$ cat src/rtl/tcap_pkg.sv
package tcap_pkg;

  localparam int DW = 8;
  localparam int AW = 2;

  localparam logic [AW-1:0] ADDR_CAP_LO = 2'd0;
  localparam logic [AW-1:0] ADDR_CAP_HI = 2'd1;
  localparam logic [AW-1:0] ADDR_CTRL   = 2'd2;
  localparam logic [AW-1:0] ADDR_PORT   = 2'd3;

  localparam int CTRL_TSEL_BIT = 4;
  localparam int CTRL_FLAG_BIT = 5;
  localparam int PORT_DATA_BIT = 0;
  localparam int PORT_DIR_BIT  = 1;

  localparam logic [3:0] MODE_FALL    = 4'b0100;
  localparam logic [3:0] MODE_RISE    = 4'b0101;
  localparam logic [3:0] MODE_RISE_LO = 4'b0110;
  localparam logic [3:0] MODE_RISE_HI = 4'b0111;

  typedef enum logic [2:0] {
    EV_OFF,
    EV_FALL,
    EV_RISE,
    EV_RISE_LO,
    EV_RISE_HI
  } ev_kind_t;

  function automatic ev_kind_t decode_mode(input logic [3:0] m);
    case (m)
      MODE_FALL:    return EV_FALL;
      MODE_RISE:    return EV_RISE;
      MODE_RISE_LO: return EV_RISE_LO;
      MODE_RISE_HI: return EV_RISE_HI;
      default:      return EV_OFF;
    endcase
  endfunction

endpackage

$ cat src/rtl/tcap_pin_sync.sv
module tcap_pin_sync #(
  parameter int STAGES = 2
) (
  input  logic clk,
  input  logic rst_n,
  input  logic pin_i,
  output logic rise_o,
  output logic fall_o
);

  logic [STAGES-1:0] chain_q;
  logic [STAGES-1:0] chain_d;
  logic              prev_q;
  logic              prev_d;
  logic              level;

  // synchronizer chain, one stage per flop
  always_comb begin
    chain_d = {chain_q[STAGES-2:0], pin_i};
    prev_d  = chain_q[STAGES-1];
  end

  always_ff @(posedge clk or negedge rst_n) begin
    if (!rst_n) begin
      chain_q <= '0;
      prev_q  <= 1'b0;
    end else begin
      chain_q <= chain_d;
      prev_q  <= prev_d;
    end
  end

  assign level  = chain_q[STAGES-1];
  assign rise_o = level & ~prev_q;
  assign fall_o = ~level & prev_q;

  // a detected edge is a level change over exactly one cycle
  a_r8_edge_is_change: assert property (@(posedge clk) disable iff (!rst_n)
    (level != prev_q) |=> (prev_q == $past(level)));

endmodule

$ cat src/rtl/tcap_event_gen.sv
module tcap_event_gen
  import tcap_pkg::*;
#(
  parameter int PRESC_LO = 4,
  parameter int PRESC_HI = 16
) (
  input  logic       clk,
  input  logic       rst_n,
  input  logic [3:0] mode_i,
  input  logic       mode_wr_i,
  input  logic       rise_i,
  input  logic       fall_i,
  output logic       evt_o
);

  localparam int CW = $clog2(PRESC_HI);
  localparam logic [CW-1:0] LIM_LO = CW'(PRESC_LO - 1);
  localparam logic [CW-1:0] LIM_HI = CW'(PRESC_HI - 1);

  ev_kind_t      kind;
  logic          presc_mode;
  logic [CW-1:0] limit;
  logic [CW-1:0] cnt_q;
  logic [CW-1:0] cnt_d;
  logic          at_limit;

  always_comb begin
    kind       = decode_mode(mode_i);
    presc_mode = (kind == EV_RISE_LO) || (kind == EV_RISE_HI);
    limit      = (kind == EV_RISE_LO) ? LIM_LO : LIM_HI;
    at_limit   = (cnt_q == limit);
  end

  // prescale count: cleared by any control write, wraps on the Nth rise
  always_comb begin
    cnt_d = cnt_q;
    if (mode_wr_i || !presc_mode) begin
      cnt_d = '0;
    end else if (rise_i) begin
      cnt_d = at_limit ? '0 : cnt_q + 1'b1;
    end
  end

  always_ff @(posedge clk or negedge rst_n) begin
    if (!rst_n) cnt_q <= '0;
    else        cnt_q <= cnt_d;
  end

  always_comb begin
    case (kind)
      EV_FALL:    evt_o = fall_i;
      EV_RISE:    evt_o = rise_i;
      EV_RISE_LO,
      EV_RISE_HI: evt_o = rise_i && at_limit && !mode_wr_i;
      default:    evt_o = 1'b0;
    endcase
  end

  // disabled codes never produce an event
  a_r6_off_quiet: assert property (@(posedge clk) disable iff (!rst_n)
    (kind == EV_OFF) |-> !evt_o);

  // a control write restarts the count
  a_r5_wr_restart: assert property (@(posedge clk) disable iff (!rst_n)
    mode_wr_i |=> (cnt_q == '0));

  // a prescaled event restarts the count
  a_r5_wrap_after_event: assert property (@(posedge clk) disable iff (!rst_n)
    (evt_o && presc_mode) |=> (cnt_q == '0));

  // falling-edge mode ignores rising edges
  a_r3_no_rise_event: assert property (@(posedge clk) disable iff (!rst_n)
    (kind == EV_FALL && !fall_i) |-> !evt_o);

endmodule

$ cat src/rtl/tcap_regs.sv
module tcap_regs
  import tcap_pkg::*;
#(
  parameter int TW = 16
) (
  input  logic          clk,
  input  logic          rst_n,
  input  logic [AW-1:0] addr_i,
  input  logic          wr_i,
  input  logic [DW-1:0] wdata_i,
  output logic [DW-1:0] rdata_o,
  input  logic [TW-1:0] tmr_a_i,
  input  logic [TW-1:0] tmr_b_i,
  input  logic          evt_i,
  output logic [3:0]    mode_o,
  output logic          ctrl_wr_o,
  output logic          port_data_o,
  output logic          port_dir_o,
  output logic          flag_o
);

  logic [TW-1:0] cap_q, cap_d;
  logic [3:0]    mode_q, mode_d;
  logic          tsel_q, tsel_d;
  logic          flag_q, flag_d;
  logic          pdat_q, pdat_d;
  logic          pdir_q, pdir_d;
  logic [TW-1:0] sel_tmr;
  logic          wr_lo, wr_hi, wr_ctrl, wr_port;
  logic          clr_req;
  logic          unused_wbits;

  always_comb begin
    wr_lo   = wr_i && (addr_i == ADDR_CAP_LO);
    wr_hi   = wr_i && (addr_i == ADDR_CAP_HI);
    wr_ctrl = wr_i && (addr_i == ADDR_CTRL);
    wr_port = wr_i && (addr_i == ADDR_PORT);
    clr_req = wr_ctrl && !wdata_i[CTRL_FLAG_BIT];
    sel_tmr = tsel_q ? tmr_b_i : tmr_a_i;
  end

  // next state; a capture has priority over bus writes and clears
  always_comb begin
    cap_d  = cap_q;
    mode_d = mode_q;
    tsel_d = tsel_q;
    flag_d = flag_q;
    pdat_d = pdat_q;
    pdir_d = pdir_q;
    if (wr_lo) cap_d[DW-1:0]  = wdata_i;
    if (wr_hi) cap_d[TW-1:DW] = wdata_i;
    if (wr_ctrl) begin
      mode_d = wdata_i[3:0];
      tsel_d = wdata_i[CTRL_TSEL_BIT];
    end
    if (clr_req) flag_d = 1'b0;
    if (wr_port) begin
      pdat_d = wdata_i[PORT_DATA_BIT];
      pdir_d = wdata_i[PORT_DIR_BIT];
    end
    if (evt_i) begin
      cap_d  = sel_tmr;
      flag_d = 1'b1;
    end
  end

  always_ff @(posedge clk or negedge rst_n) begin
    if (!rst_n) begin
      cap_q  <= '0;
      mode_q <= '0;
      tsel_q <= 1'b0;
      flag_q <= 1'b0;
      pdat_q <= 1'b0;
      pdir_q <= 1'b0;
    end else begin
      cap_q  <= cap_d;
      mode_q <= mode_d;
      tsel_q <= tsel_d;
      flag_q <= flag_d;
      pdat_q <= pdat_d;
      pdir_q <= pdir_d;
    end
  end

  always_comb begin
    rdata_o = '0;
    case (addr_i)
      ADDR_CAP_LO: rdata_o = cap_q[DW-1:0];
      ADDR_CAP_HI: rdata_o = cap_q[TW-1:DW];
      ADDR_CTRL: begin
        rdata_o[3:0]           = mode_q;
        rdata_o[CTRL_TSEL_BIT] = tsel_q;
        rdata_o[CTRL_FLAG_BIT] = flag_q;
      end
      default: begin
        rdata_o[PORT_DATA_BIT] = pdat_q;
        rdata_o[PORT_DIR_BIT]  = pdir_q;
      end
    endcase
  end

  assign mode_o       = mode_q;
  assign ctrl_wr_o    = wr_ctrl;
  assign port_data_o  = pdat_q;
  assign port_dir_o   = pdir_q;
  assign flag_o       = flag_q;
  assign unused_wbits = ^wdata_i[DW-1:CTRL_FLAG_BIT+1];

  // an event loads the selected timer, whatever the bus does
  a_r11_capture_loads: assert property (@(posedge clk) disable iff (!rst_n)
    evt_i |=> (cap_q == $past(tsel_q ? tmr_b_i : tmr_a_i)));

  // an event always leaves the flag set
  a_r9_flag_set: assert property (@(posedge clk) disable iff (!rst_n)
    evt_i |=> flag_q);

  // only a clearing control write drops the flag
  a_r9_flag_sticky: assert property (@(posedge clk) disable iff (!rst_n)
    (flag_q && !(wr_i && addr_i == ADDR_CTRL && !wdata_i[CTRL_FLAG_BIT])) |=> flag_q);

  // the flag never rises without an event
  a_r9_no_spurious: assert property (@(posedge clk) disable iff (!rst_n)
    (!flag_q && !evt_i) |=> !flag_q);

endmodule

$ cat src/rtl/tcap_unit.sv
module tcap_unit
  import tcap_pkg::*;
#(
  parameter int TW          = 16,
  parameter int SYNC_STAGES = 2,
  parameter int PRESC_LO    = 4,
  parameter int PRESC_HI    = 16
) (
  input  logic          clk,
  input  logic          rst_n,
  input  logic [TW-1:0] tmr_a_i,
  input  logic [TW-1:0] tmr_b_i,
  input  logic          pad_i,
  output logic          pad_o,
  output logic          pad_oe,
  input  logic [AW-1:0] bus_addr,
  input  logic          bus_wr,
  input  logic [DW-1:0] bus_wdata,
  output logic [DW-1:0] bus_rdata,
  output logic          irq_o
);

  logic       pin_level;
  logic       rise, fall;
  logic       evt;
  logic [3:0] mode;
  logic       ctrl_wr;
  logic       port_data, port_dir;

  // an output-driven pin is observed through its own data bit
  assign pin_level = port_dir ? port_data : pad_i;

  tcap_pin_sync #(.STAGES(SYNC_STAGES)) u_sync (
    .clk    (clk),
    .rst_n  (rst_n),
    .pin_i  (pin_level),
    .rise_o (rise),
    .fall_o (fall)
  );

  tcap_event_gen #(.PRESC_LO(PRESC_LO), .PRESC_HI(PRESC_HI)) u_evt (
    .clk       (clk),
    .rst_n     (rst_n),
    .mode_i    (mode),
    .mode_wr_i (ctrl_wr),
    .rise_i    (rise),
    .fall_i    (fall),
    .evt_o     (evt)
  );

  tcap_regs #(.TW(TW)) u_regs (
    .clk         (clk),
    .rst_n       (rst_n),
    .addr_i      (bus_addr),
    .wr_i        (bus_wr),
    .wdata_i     (bus_wdata),
    .rdata_o     (bus_rdata),
    .tmr_a_i     (tmr_a_i),
    .tmr_b_i     (tmr_b_i),
    .evt_i       (evt),
    .mode_o      (mode),
    .ctrl_wr_o   (ctrl_wr),
    .port_data_o (port_data),
    .port_dir_o  (port_dir),
    .flag_o      (irq_o)
  );

  assign pad_o  = port_data;
  assign pad_oe = port_dir;

  // pin drive follows the port register
  a_r12_pad_drive: assert property (@(posedge clk) disable iff (!rst_n)
    (bus_wr && bus_addr == ADDR_PORT) |=> (pad_oe == $past(bus_wdata[PORT_DIR_BIT])));

endmodule

$ cat config.mk
export PLATFORM = sky130hd
export DESIGN_NAME = tcap_unit
export DESIGN_NICKNAME = d
export VERILOG_FILES = /design/src/rtl/tcap_pkg.sv /design/src/rtl/tcap_pin_sync.sv /design/src/rtl/tcap_event_gen.sv /design/src/rtl/tcap_regs.sv /design/src/rtl/tcap_unit.sv
export SDC_FILE = /design/constraint.sdc
export NUM_CORES = 1
export LEC_CHECK = 0
export ABC_AREA = 1
export CAP_MARGIN = 20
export CORE_MARGIN = 3
export CORE_UTILIZATION = 47
export DETAILED_ROUTE_END_ITERATION = 10
export PLACE_DENSITY = 0.78
export SLEW_MARGIN = 20
export SYNTH_ARGS = -nofsm -noshare
export SYNTH_HDL_FRONTEND = slang
export SYNTH_SLANG_ARGS = --single-unit
$ cat constraint.sdc
create_clock -name clk -period 1.97 [get_ports clk]
set_clock_uncertainty 0.05 [all_clocks]
set_input_delay 0.197 -clock clk [delete_from_list [all_inputs] [get_ports clk]]
set_output_delay 0.197 -clock clk [all_outputs]
set_load 0.05 [all_outputs]
==> results.ini, run 1 <==
[sta]
fmax_mhz=552
layout_setup_ws_ns=0.160
hold_viol=0
finalSetupTns_ns=0
finalCritPeriodShare=0.919
rsz0062_at_grt=no
tightest_slew_ns=0.723
finalSetupViolations=0
relSlewSlack=0.518
fin_hold_ws_ns=0.257
fin_crit_ns=1.81
drv_slew=0

[synth]
syn_area_um2=1890
synth_warnings=0
syn_avg_cell_area_um2=8.00
synth_cell_type_count=26
syn_nets=283
ys_ff_latch=31
syn_inst=236
seq_area_frac_synth=0.411

[power_and_ir_drop]
leakage_nw=1.29
clkPwrFrac=0.215
power_switching_w=0.000833
p_int_w=0.00150
p_sw_frac=0.357
p_per_area_nw_per_um2=854
seqPwrFrac=0.392
power.share.combinational=0.393
peakVddDrop_v=0.000683

[min_path]
worstHoldPathType=in -> async

[grt]
first_global_vias=1856
grt_use_total=0.220
overflow=0
antenna_found_initial=0
grt_max_degree=32
grt_pass1_wl_um=8470

[clock_tree]
path_clk_slew_ns=0.06
clkLatencyLatePin_ns=0.28
cts_tree=yes
htreeDepth=2
cts_hold_buffers=0
cts.path.max_buffers=2
cts_num_sinks=31
ctsResizeCount=0
cts_root_buffer=clkbuf_8
post_cts_buffers=0
numCtsBuffers=5

[routing]
dr.pass1.iters=4
routedWlPerCell_um=14.0
vias=1853
wirelength_um=4910
drc=0
drtAntennaViolNets=0
dr.first_iter.drc_count=112
vias_per_cell=5.26

[run_status]
status=finished, final reports clean

[layout]
drive_gt1_frac=0.194
syn_to_final_growth_pct=44.5
finalNetCount=351
nFillCells=317
fin_area_um2=2730
antenna_cells=0

[setup_path]
crit_type=in -> out
critPathLaunchType=input pin
required_ns=1.72
path_max_fanout=4
arrival_ns=1.56
end_kind=primary output

[floorplanning]
die-area_um2=4810
die_w_um=69.4
io_pins=57
core_um2=3770
initial_core_util=0.501
fp.dieH_um=69.4
rows=22

[placed_design]
routabilityCongestion=0.846
dpl-instance-area_um2=2640
io_buffers=56
pre_cts_slack_ns=0.0657
dp_hpwl_um=3760

[run]
maxCapViolCount=0

==> power groups by stage <==
stage	Combinational [W]	Sequential (W)	Clock (W)
after floorplan	0.000499	0.000930	0
after global routing	0.000997	0.000931	0.000536
after global placement	0.000907	0.000919	0
after detailed placement	0.000921	0.000923	0
after CTS	0.000927	0.000912	0.000510
final	0.000916	0.000915	0.000501
==> critical path: stages <==
cell,delay [ns]
clkdlybuf4s50_1,0.50
inv_1,0.07
nor2_1,0.21
buf_4,0.18
nand2_1,0.05
o2111ai_1,0.16
buf_12,0.18
==> registers in the layout, summed over array words and instances (netlist names) <==
name                flops
u_sync.prev_q           1
u_regs.port_dir_o       1
u_sync.chain_q          2
u_evt.cnt_q             4
u_regs.port_data_o      1
u_regs.mode_o           4
u_regs.flag_o           1
u_regs.cap_q           16
u_regs.tsel_q           1
==> per-stage QoR <==
step	utilization	instances	total power, W
after global routing	0.724	352	0.00246
after global placement	0.700	345	0.00183
after detailed placement	0.700	345	0.00184
after CTS	0.724	352	0.00235
final	0.724	352	0.00233
after floorplan	-	236	0.00143
==> Yosys cell counts <==
library cell | number | area (µm²)
nand2_1 | 102 | 383
dfrtp_1 | 31 | 776
mux2_2 | 18 | 203
nand3_1 | 14 | 70.1
inv_1 | 13 | 48.8
nor2_1 | 9 | 33.8
o21ai_0 | 8 | 40.0
nand4_1 | 7 | 43.8
nand2_2 | 4 | 25.0
nor2_2 | 4 | 25.0
a22o_1 | 3 | 26.3
nor2_4 | 3 | 33.8
a21oi_1 | 2 | 10.0
clkbuf_1 | 2 | 7.51
nand3_2 | 2 | 20.0
nand3_4 | 2 | 35.0
o2111ai_1 | 2 | 17.5
o211ai_1 | 2 | 15.0
a32oi_1 | 1 | 8.76
buf_2 | 1 | 5.00
buf_8 | 1 | 15.0
ha_1 | 1 | 12.5
inv_2 | 1 | 3.75
nand4_2 | 1 | 12.5
xnor2_1 | 1 | 8.76
xor2_1 | 1 | 8.76
==> layout make-up <==
class                           instances  area [µm²]  area share
Multi-Input combinational cell        187        1030       0.378
Sequential cell                        31         776       0.284
Timing Repair Buffer                   65         721       0.264
Clock buffer                            6        82.6      0.0303
Tap cell                               48        60.1      0.0220
Inverter                               14        52.6      0.0193
Clock inverter                          1        5.00     0.00183
==> metal layers <==
metal	share of wire	vias up	track usage
met5	0	-	0
met4	0.018	0	0.0954
met3	0.070	9	0.0551
met2	0.47	68	0.356
met1	0.45	860	0.278
li1	-	916	-
==> path summary, 6_finish.rpt <==
kind	startpoint	to	slack (ns)	cells past startpoint
max in group asynchronous	rst_n	u_regs.cap_q[13]$_DFFE_PN0P_	1.33	2
min in group clk	u_sync.chain_q[0]$_DFF_PN0_	u_sync.chain_q[1]$_DFF_PN0_	0.30	0
min	rst_n	u_regs.port_data_o$_DFFE_PN0P_	0.26	2
max reg2reg	u_regs.mode_o[3]$_DFFE_PN0P_	u_regs.cap_q[14]$_DFFE_PN0P_	0.26	9
max	bus_addr[0]	bus_rdata[1]	0.16	7
min reg2reg	u_sync.chain_q[0]$_DFF_PN0_	u_sync.chain_q[1]$_DFF_PN0_	0.30	0
==> cells in the final DEF (no fill, tap or decap), drive strengths merged <==
cell type,synthesis,final
xor2,1,1
inv,14,14
mux2,18,18
dfrtp,31,31
a32oi,1,1
o21ai,8,8
buf,2,17
clkinv,0,1
o2111ai,2,2
nand3,18,18
clkbuf,2,6
a22o,3,3
o211ai,2,2
a21oi,2,2
nand4,8,8
nand2,106,106
nor2,16,16
xnor2,1,1
clkdlybuf4s50,0,48
ha,1,1
==> kinds of logic (layout without fill, tap and decap cells) <==
kind of cell             Yosys count  in the layout  share of synthesized area
AO/OA/AOI/OAI                     18             18                     0.0623
XOR/XNOR                           2              2                    0.00928
adder cells (fa/ha/maj)            1              1                    0.00663
buffers and inverters             18             86                     0.0424
flip-flops                        31             31                      0.411
multiplexers                      18             18                      0.107
AND/OR/NAND/NOR                  148            148                      0.361
(Power assumes the default switching activity.)
==> inputs of run 2 (changes only) <==
--- a/config.mk
+++ b/config.mk
@@ -9,6 +9,7 @@
 export CAP_MARGIN = 20
 export CORE_MARGIN = 3
 export CORE_UTILIZATION = 47
+export CTS_CLUSTER_SIZE = 20
 export DETAILED_ROUTE_END_ITERATION = 10
 export PLACE_DENSITY = 0.78
 export SLEW_MARGIN = 20
==> results of run 2 <==
Final layout, timing and power as in run 1 (identical DEF).
==> inputs of run 3 (changes only) <==
--- a/config.mk
+++ b/config.mk
@@ -11,6 +11,7 @@
 export CORE_UTILIZATION = 47
 export CTS_CLUSTER_SIZE = 20
 export DETAILED_ROUTE_END_ITERATION = 10
+export GPL_ROUTABILITY_DRIVEN = 0
 export PLACE_DENSITY = 0.78
 export SLEW_MARGIN = 20
 export SYNTH_ARGS = -nofsm -noshare
==> results of run 3 <==
Final layout, timing and power as in run 1 (identical DEF).
